<file path="src/rtl/vic_core.sv">
module vic_core #(
  parameter int          N_SRC      = 16,
  parameter logic [15:0] VEC_BASE   = 16'hFFE0,
  parameter int          SAVE_DEPTH = 4
) (
  input  logic                     clk,
  input  logic                     rst_n,
  input  logic [N_SRC-1:0]         req_i,
  input  logic [N_SRC-1:0]         ien_i,
  input  logic                     gie_wr_i,
  input  logic                     gie_wdata_i,
  input  logic                     ack_i,
  input  logic                     reti_i,
  output logic                     irq_o,
  output logic [15:0]              vec_o,
  output logic [$clog2(N_SRC)-1:0] slot_o,
  output logic                     gie_o
);
  localparam int SW       = $clog2(N_SRC);
  localparam int CW       = $clog2(SAVE_DEPTH + 1);
  localparam int RST_SLOT = N_SRC - 1;
  localparam int NMI_SLOT = N_SRC - 2;

  logic [N_SRC-1:0]      pend_q, elig, win_oh;
  logic [SW-1:0]         win;
  logic                  gie_q, take, give;
  logic [SAVE_DEPTH-1:0] save_q;
  logic [CW-1:0]         depth_q;

  for (genvar i = 0; i < N_SRC; i++) begin : g_elig
    if (i == RST_SLOT) begin : g_rst
      assign elig[i] = pend_q[i];
    end else if (i == NMI_SLOT) begin : g_nmi
      assign elig[i] = pend_q[i] & ien_i[i];
    end else begin : g_mask
      assign elig[i] = pend_q[i] & ien_i[i] & gie_q;
    end
  end

  always_comb begin
    win = '0;
    for (int i = 0; i < N_SRC; i++)
      if (elig[i]) win = SW'(i);
  end

  assign irq_o  = |elig;
  assign slot_o = win;
  assign vec_o  = VEC_BASE + (16'(win) << 1);
  assign gie_o  = gie_q;

  assign take   = ack_i & irq_o;
  assign give   = reti_i & ~take & (depth_q != '0);
  assign win_oh = take ? (N_SRC'(1) << win) : '0;

  always_ff @(posedge clk or negedge rst_n) begin
    if (!rst_n) begin
      pend_q  <= '0;
      gie_q   <= 1'b0;
      save_q  <= '0;
      depth_q <= '0;
    end else begin
      pend_q <= (pend_q & ~win_oh) | req_i;
      if (take) begin
        gie_q   <= 1'b0;
        save_q  <= {save_q[SAVE_DEPTH-2:0], gie_q};
        depth_q <= (depth_q == CW'(SAVE_DEPTH)) ? depth_q : depth_q + 1'b1;
      end else if (give) begin
        gie_q   <= save_q[0];
        save_q  <= {1'b0, save_q[SAVE_DEPTH-1:1]};
        depth_q <= depth_q - 1'b1;
      end else if (gie_wr_i) begin
        gie_q <= gie_wdata_i;
      end
    end
  end
endmodule

</file>
<file path="config.mk">
export PLATFORM = sky130hd
export DESIGN_NAME = vic_core
export DESIGN_NICKNAME = d
export VERILOG_FILES = /design/src/rtl/vic_core.sv
export SDC_FILE = /design/constraint.sdc
export NUM_CORES = 1
export LEC_CHECK = 0
export BUFFER_PORTS_ARGS = -buffer_cell sky130_fd_sc_hd__buf_2
export CAP_MARGIN = 10
export CORE_ASPECT_RATIO = 0.75
export CORE_MARGIN = 3
export CORE_UTILIZATION = 39
export CTS_CLUSTER_SIZE = 14
export DETAILED_ROUTE_END_ITERATION = 7
export PLACE_DENSITY = 0.77
export SYNTH_ARGS = -nofsm -noshare
export SYNTH_HDL_FRONTEND = slang
export SYNTH_SLANG_ARGS = --single-unit
</file>
<file path="constraint.sdc">
create_clock -name clk -period 2.11 [get_ports clk]
set_input_delay 0.1055 -clock clk [delete_from_list [all_inputs] [get_ports clk]]
set_output_delay 0.1055 -clock clk [all_outputs]
set_load 0.01 [all_outputs]
</file>
Word-level counts from Yosys, hierarchy flattened. Cells that the tools add are included.

Input port bits: 38. Word-level logic and storage cells: 75. Bits in registers: 24. Output and inout bits: 22.

Multiplexer cells: 24. Add/sub/neg operators: 3. Equal/unequal tests: 2. Bitwise logic cells: 36. Shifts and indexed selects: 1. Reduce and logical (&&, ||, !) cells: 5.

Operators by type and width (count): 2-to-1 mux 4 bit (14); bitwise AND 1 bit (32); bitwise AND 16 bit (1); 2-to-1 mux 16 bit (1); NOT 16 bit (1); bitwise OR 16 bit (1); OR reduction 16 bit (1); << shifter 1 x 4 -> 16 bit, first input constant (1); 2-to-1 mux 3 bit (3); adder 6 x 6 -> 7 bit, first input constant (1); nonzero test 3 bit (2); 2-to-1 mux 1 bit (4); 2-to-1 mux 2 bit (2); adder 3 x 1 -> 3 bit, second input constant (1); == test 3 bit, second input constant (1); subtractor 3 x 1 -> 3 bit, second input constant (1); != test 2 bit, second input constant (1); AND reduction 2 bit (1); nonzero test 2 bit (1); NOT 1 bit (1).

Logic depth before layout (Yosys ltp).
Word-level depth: 22. Depth in mapped cells: 10. Gate-level depth less buffers: 7.

Worst setup path before layout. OpenSTA, ideal clock, no wires.

Kind: register to register. Start: register gie_q, in the netlist gie_o. End: register depth_q[2]. Buffers on the path: 3. Period minus slack after synthesis: 2031 ps. Setup slack: 79 ps. Stages on the path, launching flop included: 11. Setup time: 76 ps. Data required time: 2034 ps. Arrival: 1954 ps. Cell sequence: dfrtp_1 buf_4 inv_2 a21o_1 a41o_1 buf_4 buf_4 fa_1 o21ai_0 o221ai_1 o21ai_1.

Word-level cells in the longest chain between the ends: 8. Elaborated cells on any way between the ends: 23. Those cells by class: 1 x eq/ne; 1 x mux; 18 x bitwise; 3 x reduce/logical.

RTL lines: start: declaration (RTL line 26) `logic gie_q, take, give;`; start signal: assignment (RTL line 68) `gie_q <= save_q[0];`; start signal: assignment (RTL line 72) `gie_q <= gie_wdata_i;`; bitwise AND 1 bit (RTL line 36) `assign elig[i] = pend_q[i] & ien_i[i] & gie_q;`; OR reduction 16 bit (*) (RTL line 46) `assign irq_o = |elig;`; bitwise AND 1 bit (*) (RTL line 51) `assign take = ack_i & irq_o;`; NOT 1 bit (RTL line 52) `assign give = reti_i & ~take & (depth_q != '0);`; bitwise AND 1 bit (2 in series) (RTL line 52); nonzero test 2 bit (no line); AND reduction 2 bit (no line); end signal: assignment (RTL line 66) `depth_q <= (depth_q == CW'(SAVE_DEPTH)) ? depth_q : depth_q + 1'b1;`; end signal: assignment (RTL line 70) `depth_q <= depth_q - 1'b1;`; end: declaration (RTL line 28) `logic [CW-1:0] depth_q;`.

Mark *: on every way between the ends. The rest lies on a longest branch, timed or not. A chain may end at the register's enable or synchronous reset.

Worst setup path in the final report. Ends and elaborated chain as after synthesis.

==> metrics.md <==
| Metric | Value |
|---|---|
| CTS root buf | clkbuf_8 |
| Layout cells sized above 1 | 0.277 |
| Slowest stage cell, crit path | dfrtp_1 |
| Worst Tran Pin Value | 0.581 ns |
| TritonCTS clock tree | yes |
| Final hold violation count | 0 |
| Total GRT Usage | 0.155 |
| Initial antenna violation count | 0 |
| Mean Syn Cell Area | between 8 and 9 um2 |
| Top_reg_cell synth | dfrtp_1 |
| Top Ports | 60 |
| PwrDens | 780 nW/um2 |
| # Post-CTS Setup Buffers | 0 |
| Die width | 78.4 um |
| Total grt overflow | 0 |
| EDFF count, synth | 0 |
| DRT Pass-1 Iters | 4 |
| YS warnings | 0 |
| Post-synthesis register bit count | 24 |
| Peak supply drop | 384 uV |
| First-pass GRT wire length | between 5000 and 6000 um |
| Critical Path Source Type | flip-flop |
| Leak | 0.000810 uW |
| Critical path's largest stage delay | approximately 0.55 ns |
| Area growth, synth to finish | 19.1% |
| Die Height | 60.3 um |
| Critical path, cell by cell | inv_2, a21o_1, a41o_1, fa_1, nor2_1, mux2i_1, o21ai_1 |
| Setup CP Type | reg -> reg |
| Clk_skew | 0.00551 ns |
| Post-DP HPWL | about 2800 um |
| Status | finished, final reports clean |
| Antenna-violating nets left | 0 |
| Largest net degree at the start of global routing | 25 |
| Effective utilization at floorplan | 0.413 |
| Cells after synthesis | 177 |
| Data arrival, critical path | 2.12 ns |
| Iteration-0 DRC Markers | 43 |
| Clk sink count | 24 |
| Top cells by area, synth | dfrtp_1, buf_4, nor2_1, a21oi_1, a21o_1 |
| Max clock buf depth | 2 |
| Die area | 4730 um2 |
| Number of global-route vias before repair | approximately 1300 |
| Crit-path max FO | 9 |
| Port Buf Inserts | 46 |
| Post-synth ARST share | 1.00 |
| Final min period | 1.93 ns |
| Setup TNS | 0 ns |
| Wire per inst | 12.7 um |
| Antenna cells | 0 |
| # nets final | 264 |
| Routed WL | between 3000 and 4000 um |
| Share of the synthesized area in the top cell type | 0.392 |
| Remaining DRCs | 0 |
| Row count | 19 |
| Num CTS Buffers | 3 |
| Clk slew on worst S/H paths | 0.09 ns |
| Vias per cell | 5.02 |
| Yosys cell types | 37 |
| Worst path required time | 2.30 ns |
| Internal reg-to-reg setup slack | approximately 0.18 ns |
| GPL Wtd Cong | 0.854 |
| Fmax | a little over 0.5 GHz |
| Worst skew pair latency | around 0.27 ns |
| Final Cycle Share | 0.915 |
| Core Area | 3710 um2 |
| H-tree levels | 1 |
| Max-cap violations | 0 |
| Hold WS | 0.0103 ns |
| RSZ-0062 raised after global routing | no |
| Tightest Hold Check Type | in -> reg |
| Cts repair resizes | 0 |
| Vias | 1386 |
| Most frequent cells in the layout | buf_2, nor2_1, dfrtp_1, a21oi_1, conb_1 |
| Synth area leader | dfrtp_1 |
| Worst Setup End Kind | flip-flop |
| Setup violators final | 0 |
| Pins Over Slew Limit | 0 |
| Netlist Area Pre-Place | 1530 um2 |
| Slew headroom | 0.610 |
| Most common cell after layout, fill and taps aside | buf_2 |
| Seq/Total Area, Yosys | 0.392 |
==> layout make-up <==
class / instances / area (um2)
Multi-Input combinational cell: 135 / 793
Fill cell: 376 / 1880
Tap cell: 52 / 65.1
Clock buffer: 4 / 55.1
Inverter: 9 / 33.8
Timing Repair Buffer: 52 / 278
Sequential cell: 24 / 601
==> repair_timing <==
item | 4_1_cts | 5_1_grt
hold buffers | 1 | 0
endpoints found under the setup margin | 0 | 0
endpoints found under the hold margin | 24 | 0
==> path summary, 6_finish.rpt <==
kind	from	endpoint	depth (start not counted)
worst max register to register	gie_o	depth_q[2]	7
worst min register to register	pend_q[12]	pend_q[12]	1
max in group asynchronous	rst_n	pend_q[11]	2
min in group asynchronous	rst_n	save_q[1]	2
worst max-delay path	gie_o	depth_q[2]	7
worst min-delay path	req_i[10]	pend_q[10]	2
==> cells by family after synthesis <==
logic type / Yosys count / share of synthesized area
flip-flops: 24 / 0.392
other: 2 / 0.00490
adder cells (fa/ha/maj): 1 / 0.0131
XOR/XNOR: 1 / 0.00572
buffers and inverters: 28 / 0.115
AND/OR/NAND/NOR: 63 / 0.189
multiplexers: 5 / 0.0327
AO/OA/AOI/OAI: 53 / 0.248
==> flip-flops by register name (all words and copies together), names as in the netlist <==
signal   count
pend_q      16
save_q       4
depth_q      3
gie_o        1
==> stage by stage <==
stage,power (uW),worst slack (ns),utilization,std cells,cell area [um2]
global route,1520,0.0400,0.492,276,1830
CTS,1430,0.192,0.492,276,1830
global placement,1100,0.261,0.475,271,1760
finish,1420,0.178,0.492,276,1830
floorplan,988,0.0794,-,187,1570
detailed placement,1110,0.221,0.475,271,1760
==> synthesized netlist by cell type (all sizes together) (2+ instances only) <==
cell type / instances
nor2: 32
dfrtp: 24
buf: 19
a21oi: 16
nand2: 10
inv: 9
o21ai: 9
a21o: 8
nand3: 7
mux2i: 5
a22o: 4
a22oi: 3
a31oi: 3
nand4b: 3
a32o: 2
and2: 2
conb: 2
nand2b: 2
nand4: 2
nor3: 2
==> routing by layer <==
layer,part of all wire,vias to the layer above,global-route usage,routed length [um]
met3,0.11,4,0.0527,376
met1,0.47,631,0.218,1640
li1,-,690,-,-
met5,0,-,0,0
met4,0.0077,0,0.0399,27
met2,0.41,61,0.228,1450
==> report_power, final <==
| part | internal, uW | total (uW) | switching (uW) |
|---|---|---|---|
| combinational | 215 | 478 | 263 |
| sequential | 532 | 631 | 98.9 |
| clock | 167 | 316 | 149 |
| total | 914 | 1420 | 511 |
==> worst max-delay path, delay by kind of cell, from the launching register on <==
family                   cells  cell delay (ns)
adder cells (fa/ha/maj)      1             0.43
multiplexers                 1             0.08
AO/OA/AOI/OAI                3             0.57
flip-flops                   1             0.55
AND/OR/NAND/NOR              1             0.13
buffers and inverters        1             0.10
No activity file was read; power rests on OpenSTA's default activity.
